<file path="src/rtl/procCallPkg.sv">
package procCallPkg;

  localparam int FORM_BITS = 3;

  typedef enum logic [FORM_BITS-1:0] {
    FORM_NEAR_IMM = 3'd0,
    FORM_FAR_IMM  = 3'd1,
    FORM_NEAR_MEM = 3'd2,
    FORM_NEAR_REG = 3'd3,
    FORM_FAR_MEM  = 3'd4
  } callForm_e;

  typedef enum logic [1:0] {
    ADDR_OPER    = 2'd0,
    ADDR_OPER_HI = 2'd1,
    ADDR_STACK   = 2'd2
  } addrSel_e;

  typedef enum logic {
    WDATA_CS = 1'b0,
    WDATA_IP = 1'b1
  } wdataSel_e;

  // strobes from control to datapath
  typedef struct packed {
    logic      ldStart;
    logic      pickReg;
    logic      capOff;
    logic      capSeg;
    logic      decSp;
    logic      setIp;
    logic      setCs;
    addrSel_e  addrSel;
    wdataSel_e dataSel;
  } pathCtrl_t;

endpackage

</file>
<file path="src/rtl/procCallCtrl.sv">
module procCallCtrl
  import procCallPkg::*;
(
  input  logic                 clk,
  input  logic                 rstN,
  input  logic                 start,
  input  logic [FORM_BITS-1:0] callForm,
  input  logic                 memReady,
  output logic                 memReq,
  output logic                 memWe,
  output logic                 busy,
  output logic                 done,
  output pathCtrl_t            strobes
);

  typedef enum logic [2:0] {
    ST_IDLE, ST_RD_OFF, ST_RD_SEG, ST_PUSH_CS, ST_PUSH_IP, ST_DONE
  } state_e;

  state_e    state, stateNext;
  callForm_e formReg;
  logic      formValid;
  logic      isFar;

  assign formValid = (callForm <= FORM_BITS'(FORM_FAR_MEM));
  assign isFar     = (formReg == FORM_FAR_IMM) || (formReg == FORM_FAR_MEM);

  function automatic state_e firstState(input logic [FORM_BITS-1:0] f);
    case (f)
      FORM_FAR_IMM:  return ST_PUSH_CS;
      FORM_NEAR_MEM,
      FORM_FAR_MEM:  return ST_RD_OFF;
      default:       return ST_PUSH_IP;
    endcase
  endfunction

  always_ff @(posedge clk or negedge rstN) begin
    if (!rstN) begin
      state   <= ST_IDLE;
      formReg <= FORM_NEAR_IMM;
    end else begin
      state <= stateNext;
      if (state == ST_IDLE && start && formValid)
        formReg <= callForm_e'(callForm);
    end
  end

  always_comb begin
    stateNext       = state;
    memReq          = 1'b0;
    memWe           = 1'b0;
    done            = 1'b0;
    strobes         = '0;
    strobes.addrSel = ADDR_STACK;
    strobes.dataSel = WDATA_IP;
    case (state)
      ST_IDLE: begin
        if (start && formValid) begin
          strobes.ldStart = 1'b1;
          strobes.pickReg = (callForm == FORM_BITS'(FORM_NEAR_REG));
          stateNext       = firstState(callForm);
        end
      end
      ST_RD_OFF: begin
        memReq          = 1'b1;
        strobes.addrSel = ADDR_OPER;
        if (memReady) begin
          strobes.capOff = 1'b1;
          stateNext      = isFar ? ST_RD_SEG : ST_PUSH_IP;
        end
      end
      ST_RD_SEG: begin
        memReq          = 1'b1;
        strobes.addrSel = ADDR_OPER_HI;
        if (memReady) begin
          strobes.capSeg = 1'b1;
          stateNext      = ST_PUSH_CS;
        end
      end
      ST_PUSH_CS: begin
        memReq          = 1'b1;
        memWe           = 1'b1;
        strobes.dataSel = WDATA_CS;
        if (memReady) begin
          strobes.decSp = 1'b1;
          stateNext     = ST_PUSH_IP;
        end
      end
      ST_PUSH_IP: begin
        memReq = 1'b1;
        memWe  = 1'b1;
        if (memReady) begin
          strobes.decSp = 1'b1;
          strobes.setIp = 1'b1;
          strobes.setCs = isFar;
          stateNext     = ST_DONE;
        end
      end
      ST_DONE: begin
        done      = 1'b1;
        stateNext = ST_IDLE;
      end
      default: stateNext = ST_IDLE;
    endcase
  end

  assign busy = (state != ST_IDLE);

  // completion pulse lasts one cycle
  a_r8_done_pulse: assert property (@(posedge clk) disable iff (!rstN)
    done |=> !done);

  // a far pointer read always moves on to reading the segment
  a_r7_seg_follows_off: assert property (@(posedge clk) disable iff (!rstN)
    (state == ST_RD_OFF && memReady && formReg == FORM_FAR_MEM) |=> (state == ST_RD_SEG));

endmodule

</file>
<file path="src/rtl/procCallPath.sv">
module procCallPath
  import procCallPkg::*;
#(
  parameter int WORD_W = 16
) (
  input  logic              clk,
  input  logic              rstN,
  input  pathCtrl_t         strobes,
  input  logic [WORD_W-1:0] curSp,
  input  logic [WORD_W-1:0] curCs,
  input  logic [WORD_W-1:0] retIp,
  input  logic [WORD_W-1:0] targetOff,
  input  logic [WORD_W-1:0] targetSeg,
  input  logic [WORD_W-1:0] regTarget,
  input  logic [WORD_W-1:0] operandAddr,
  input  logic [WORD_W-1:0] memRdata,
  output logic [WORD_W-1:0] memAddr,
  output logic [WORD_W-1:0] memWdata,
  output logic [WORD_W-1:0] newSp,
  output logic [WORD_W-1:0] newCs,
  output logic [WORD_W-1:0] newIp
);

  localparam logic [WORD_W-1:0] STEP = WORD_W'(WORD_W / 8);

  logic [WORD_W-1:0] spReg, csReg, ipReg;
  logic [WORD_W-1:0] pushCs, retIpReg, tgtOff, tgtSeg, opAddr;
  logic [WORD_W-1:0] pushAddr;

  assign pushAddr = spReg - STEP;

  always_ff @(posedge clk or negedge rstN) begin
    if (!rstN) begin
      spReg    <= '0;
      csReg    <= '0;
      ipReg    <= '0;
      pushCs   <= '0;
      retIpReg <= '0;
      tgtOff   <= '0;
      tgtSeg   <= '0;
      opAddr   <= '0;
    end else begin
      if (strobes.ldStart) begin
        spReg    <= curSp;
        pushCs   <= curCs;
        retIpReg <= retIp;
        tgtOff   <= strobes.pickReg ? regTarget : targetOff;
        tgtSeg   <= targetSeg;
        opAddr   <= operandAddr;
      end
      if (strobes.capOff) tgtOff <= memRdata;
      if (strobes.capSeg) tgtSeg <= memRdata;
      if (strobes.decSp)  spReg  <= pushAddr;
      if (strobes.setIp)  ipReg  <= tgtOff;
      if (strobes.setIp)  csReg  <= strobes.setCs ? tgtSeg : pushCs;
    end
  end

  always_comb begin
    case (strobes.addrSel)
      ADDR_OPER:    memAddr = opAddr;
      ADDR_OPER_HI: memAddr = opAddr + STEP;
      default:      memAddr = pushAddr;
    endcase
    memWdata = (strobes.dataSel == WDATA_CS) ? pushCs : retIpReg;
  end

  assign newSp = spReg;
  assign newCs = csReg;
  assign newIp = ipReg;

  // a stack pointer update always moves down by one word
  a_r3_sp_step: assert property (@(posedge clk) disable iff (!rstN)
    (strobes.decSp && !strobes.ldStart) |=> (newSp + STEP == $past(newSp)));

endmodule

</file>
<file path="src/rtl/procCallUnit.sv">
module procCallUnit
  import procCallPkg::*;
#(
  parameter int WORD_W = 16
) (
  input  logic                 clk,
  input  logic                 rstN,
  input  logic                 start,
  input  logic [FORM_BITS-1:0] callForm,
  input  logic [WORD_W-1:0]    curSp,
  input  logic [WORD_W-1:0]    curCs,
  input  logic [WORD_W-1:0]    retIp,
  input  logic [WORD_W-1:0]    targetOff,
  input  logic [WORD_W-1:0]    targetSeg,
  input  logic [WORD_W-1:0]    regTarget,
  input  logic [WORD_W-1:0]    operandAddr,
  output logic                 busy,
  output logic                 done,
  output logic [WORD_W-1:0]    newSp,
  output logic [WORD_W-1:0]    newCs,
  output logic [WORD_W-1:0]    newIp,
  output logic                 memReq,
  output logic                 memWe,
  output logic [WORD_W-1:0]    memAddr,
  output logic [WORD_W-1:0]    memWdata,
  input  logic [WORD_W-1:0]    memRdata,
  input  logic                 memReady
);

  pathCtrl_t strobes;

  procCallCtrl u_ctrl (
    .clk      (clk),
    .rstN     (rstN),
    .start    (start),
    .callForm (callForm),
    .memReady (memReady),
    .memReq   (memReq),
    .memWe    (memWe),
    .busy     (busy),
    .done     (done),
    .strobes  (strobes)
  );

  procCallPath #(.WORD_W(WORD_W)) u_path (
    .clk         (clk),
    .rstN        (rstN),
    .strobes     (strobes),
    .curSp       (curSp),
    .curCs       (curCs),
    .retIp       (retIp),
    .targetOff   (targetOff),
    .targetSeg   (targetSeg),
    .regTarget   (regTarget),
    .operandAddr (operandAddr),
    .memRdata    (memRdata),
    .memAddr     (memAddr),
    .memWdata    (memWdata),
    .newSp       (newSp),
    .newCs       (newCs),
    .newIp       (newIp)
  );

  // a stalled request holds its contents
  a_r4_req_hold: assert property (@(posedge clk) disable iff (!rstN)
    (memReq && !memReady) |=> (memReq && $stable(memWe) && $stable(memAddr) && $stable(memWdata)));

  // done comes right after an accepted write
  a_r8_done_after_write: assert property (@(posedge clk) disable iff (!rstN)
    done |-> $past(memReq && memReady && memWe));

  // no read follows a stack write within a call
  a_r7_reads_before_writes: assert property (@(posedge clk) disable iff (!rstN)
    (memReq && memReady && memWe) |=> !(memReq && !memWe));

  // memory traffic only while a call is in progress
  a_r9_req_only_busy: assert property (@(posedge clk) disable iff (!rstN)
    memReq |-> busy);

endmodule

</file>
<file path="config.mk">
export PLATFORM = sky130hd
export DESIGN_NAME = procCallUnit
export DESIGN_NICKNAME = d
export VERILOG_FILES = /design/src/rtl/procCallPkg.sv /design/src/rtl/procCallCtrl.sv /design/src/rtl/procCallPath.sv /design/src/rtl/procCallUnit.sv
export SDC_FILE = /design/constraint.sdc
export NUM_CORES = 1
export LEC_CHECK = 0
export BUFFER_PORTS_ARGS = -buffer_cell sky130_fd_sc_hd__buf_4
export CAP_MARGIN = 20
export CELL_PAD_IN_SITES_DETAIL_PLACEMENT = 0
export CELL_PAD_IN_SITES_GLOBAL_PLACEMENT = 1
export CORE_MARGIN = 8
export CORE_UTILIZATION = 38
export DETAILED_ROUTE_END_ITERATION = 12
export PLACE_DENSITY_LB_ADDON = 0.15
export SETUP_SLACK_MARGIN = 0.5
export SLEW_MARGIN = 30
export SYNTH_ARGS = -nofsm -noshare
export SYNTH_HDL_FRONTEND = slang
export SYNTH_SLANG_ARGS = --single-unit
</file>
<file path="constraint.sdc">
create_clock -name clk -period 4.2 [get_ports clk]
set_clock_uncertainty 0.2 [all_clocks]
set_input_delay 1.26 -clock clk [delete_from_list [all_inputs] [get_ports clk]]
set_output_delay 1.26 -clock clk [all_outputs]
set_load 0.03 [all_outputs]
</file>
==> impl_summary.txt <==
----------------------------------------------------
[Logic synthesis]
  Yosys warnings ... 0
  Syn nets ... 896
  Cells after Synth ... 759
  Top cell types by occurrence after synthesis ... sky130_fd_sc_hd__nand2_1 (197), sky130_fd_sc_hd__dfrtp_1 (134), sky130_fd_sc_hd__o21ai_0 (59), sky130_fd_sc_hd__mux2i_1 (51), sky130_fd_sc_hd__nor2_1 (43)
  Portion of the post-synthesis area used by sequential elements ... 47.7%
  Simple-Gate Fraction of Synth Area ... 19.6%
  Portion of netlist area occupied by mux cells ... 12.7%
  Main combinational cell family by area after synthesis ... simple AND/OR/NAND/NOR gates
  Xor/xnor cell area share of the yosys netlist ... 2.99%
  Share of synthesized cell area in full adder, half adder and majority cells ... 0.356%
  Share of the synthesized area in compound gates (AO/OA/AOI/OAI) ... 13.4%
  Most area-hungry cell type in the Yosys netlist ... sky130_fd_sc_hd__dfrtp_1
  Synth Register Bits ... 134
  Top_reg_cell synth ... sky130_fd_sc_hd__dfrtp_1
  Count of flip-flops with a built-in enable after synthesis ... 0
  Mean instance size in the synthesized netlist ... 9.26 um^2
  Share of Yosys cell area claimed by the top area cell type ... 47.7%
  Post-Syn Area ... 7030 um^2
  Distinct cell type count after synthesis ... 60
  Top area cells in the synthesized netlist ... sky130_fd_sc_hd__dfrtp_1 (48%), sky130_fd_sc_hd__nand2_1 (11%), sky130_fd_sc_hd__mux2i_1 (7.3%), sky130_fd_sc_hd__mux2_2 (5.4%), sky130_fd_sc_hd__o21ai_0 (4.2%)
  Share of synthesized flip-flops with an asynchronous set or reset ... 100%
  Leading cell type by number of instances after synthesis ... sky130_fd_sc_hd__nand2_1

[Floorplan]
  Area enclosed by the die boundary ... 23100 um^2
  Starting density of the core ... 39.0%
  Horiz. Die Dim ... 152 um
  Chip height ... 152 um
  Area of the core ... 18000 um^2
  I/O pins ... 219
  Row Count ... 49

[STA]
  Total of endpoints with negative setup slack in the final report ... 0
  Max-slew violation count ... 0
  Final worst path period share ... 95.0%
  Achievable clock frequency ... 251 MHz
  Shortest period the worst path allows ... 3.99 ns
  Measured slew at the worst slew-check pin ... 0.775 ns
  RSZ-0062 raised after global routing ... yes
  Total negative slack for setup checks ... 0 ns
  Slew Limit Headroom ... 48.4%
  Final Hold Viols ... 0

[Clock network]
  Maximum count of clock buffers along a single path ... 2
  TritonCTS clock tree ... yes
  Inserted Clock Buffers ... 17
  Number of sinks on the clock net ... 134
  Clock-pin slew on the worst setup and hold paths ... 0.06 ns
  H-tree levels ... 4
  Insertion delay of the later-clocked pin in the worst-skew pair ... 0.41 ns
  Clock root cell ... sky130_fd_sc_hd__clkbuf_16

[Pwr]
  Switching power share of the total ... 45.0%
  Leakage power ... 4.70 nW
  IR drop worst, VDD ... 0.635 mV
  Power share of the clock group ... 17.3%
  Part of the total power dissipated in combinational logic ... 54.3%
  Switching power ... 0.00398 W
  P per Cell Area ... 880 nW/um^2
  Share of power burned in registers ... 28.4%
  Internal Dissipation ... 0.00487 W

[Worst setup path]
  Slowest CP cell ... sky130_fd_sc_hd__or4_4
  Startpoint Class ... flop
  CP max FO ... 8
  Crit path required time ... 2.74 ns
  Largest delay contributor family on the critical path ... simple AND/OR/NAND/NOR gates
  Combined buffer and inverter count along the critical path ... 1
  Critical Path AT ... 2.53 ns
  Setup Crit Path Kind ... flop to primary output
  CP Cell Sequence ... or4_4 > nor4_4 > xor2_2 > o32ai_2 > a21oi_2 > buf_6
  Category of the worst setup path capture point ... primary output
  Largest stage delay on the critical path ... 0.62 ns

[Global routing]
  Pin count of the biggest net entering global routing ... 65
  Antenna violations before repair ... 1
  GRT Util Overall ... 20.2%
  Global-route congestion overflow total ... 0
  First-pass GRT wire length ... 37400 um
  Via count of the first global-routing pass ... 6728

[Placement]
  HPWL after detailed placement ... 17100 um
  Placed insts ... 1179
  Final weighted congestion in routability-driven placement ... 0.830
  Number of port buffers ... 218

[Finish]
  Non-filler cells in the finished layout ... 1237
  Share of layout cells above drive strength 1 ... 38.6%
  Total Nets Final ... 1132
  Signed area change from the synthesized netlist to the final layout ... 43.0%

[Detailed routing]
  Post-detailed-route count of antenna-violating nets ... 0
  DRC Markers ... 0
  Total Wirelength ... 23700 um
  First DRT Iteration DRCs ... 358
  Via Count ... 6378
  Via density per instance ... 5.16
  Routed wire length per instance ... 19.1 um
  First-pass iteration count of the detailed router ... 4

[Status]
  Run status ... completed

[Hold path]
  Hold Crit Class ... flop to flop

[Job]
  Number of max-cap violations ... 0

----------------------------------------------------
-- area by class of cell --
class | count | area (um^2)
repair buffers | 264 | 2040
inverters | 8 | 32.5
diodes | 1 | 2.50
well taps | 229 | 287
multi-input cells | 570 | 3720
fillers | 1692 | 7980
clock buffers | 17 | 425
clock inverters | 14 | 176
flip-flops and latches | 134 | 3370
-- stage by stage --
stage	setup WS [ns]	total power [W]	hold slack (ns)	util [%]	instance area (um^2)
floorplan	0.470	0.00528	0.240	-	7060
global placement	0.417	0.00690	0.254	49.7	8970
detailed placement	0.387	0.00694	0.257	49.8	8970
CTS	0.165	0.00870	0.272	54.3	9790
global route	0.116	0.00942	0.285	55.7	10000
finish	0.208	0.00885	0.270	55.7	10000
-- routing by layer --
metal  global-route usage (%)  part of all wire [%]  vias to the layer above
met5                        0                     0                        -
met3                     6.49                   6.4                       22
met1                     23.7                    41                     3060
li1                         -                     -                     3115
met4                     6.55                   1.4                        0
met2                     34.2                    51                      181
-- worst min-delay path, delay by kind of cell, from the launching register on --
kind | cells | cell delay (ns)
simple gates | 2 | 0.10
flops | 1 | 0.34
-- final timing paths --
check | cells past startpoint | slack (ns) | end | start
worst min-delay path | 2 | 0.27 | u_path.retIpReg[1] | u_path.retIpReg[1]
worst max-delay path | 6 | 0.21 | memAddr[15] | u_path.newSp[8]
worst max register to register | 6 | 1.54 | u_path.newSp[10] | u_ctrl.state[1]
min in group asynchronous | 1 | 0.64 | u_path.retIpReg[15] | rstN
worst min register to register | 2 | 0.27 | u_path.retIpReg[1] | u_path.retIpReg[1]
max in group asynchronous | 2 | 2.30 | u_path.newCs[2] | rstN
-- power groups by stage --
stage	logic [W]	registers [W]	clock network (W)
2_1_floorplan	0.00256	0.00272	0
3_3_place_gp	0.00441	0.00249	0
3_5_place_dp	0.00444	0.00251	0
4_1_cts	0.00463	0.00251	0.00156
5_1_grt	0.00520	0.00260	0.00163
6_report	0.00480	0.00251	0.00153
-- repair_timing --
item                                    in CTS  in global routing
setup buffers                               12                 14
hold endpoints to repair                     0                  0
gates resized for setup                     31                 27
pin swaps                                   16                 18
endpoints found under the setup margin      13                 14
hold buffers                                 0                  0
-- sequential cells by signal, indices dropped and copies added (netlist names) --
signal / cells
u_path.tgtOff: 16
u_path.tgtSeg: 16
u_path.newSp: 16
u_path.retIpReg: 16
u_path.newIp: 16
u_ctrl.state: 3
u_path.opAddr: 16
u_path.newCs: 16
u_ctrl.formReg: 3
u_path.pushCs: 16
-- cell families after synthesis --
kind of cell,Yosys count
compound gates,151
xor+xnor,24
fa+ha+maj,2
buf+inv,55
flops,134
mux,85
simple gates,308
-- cells in the final DEF, fill, tap and decap left out, types with 6 or more instances in the layout --
cell type	count
sky130_fd_sc_hd__buf_4	253
sky130_fd_sc_hd__clkbuf_16	17
sky130_fd_sc_hd__mux2i_1	51
sky130_fd_sc_hd__dfrtp_2	11
sky130_fd_sc_hd__nand2_1	196
sky130_fd_sc_hd__a22oi_1	22
sky130_fd_sc_hd__nand3_1	8
sky130_fd_sc_hd__o211ai_1	6
sky130_fd_sc_hd__nor3_1	6
sky130_fd_sc_hd__nor2_1	38
sky130_fd_sc_hd__a21oi_1	29
sky130_fd_sc_hd__o21ai_0	56
sky130_fd_sc_hd__xnor2_1	8
sky130_fd_sc_hd__mux2_2	34
sky130_fd_sc_hd__xor2_1	8
sky130_fd_sc_hd__nor2_4	6
sky130_fd_sc_hd__buf_6	9
sky130_fd_sc_hd__dfrtp_1	123
(Power assumes the default switching activity.)
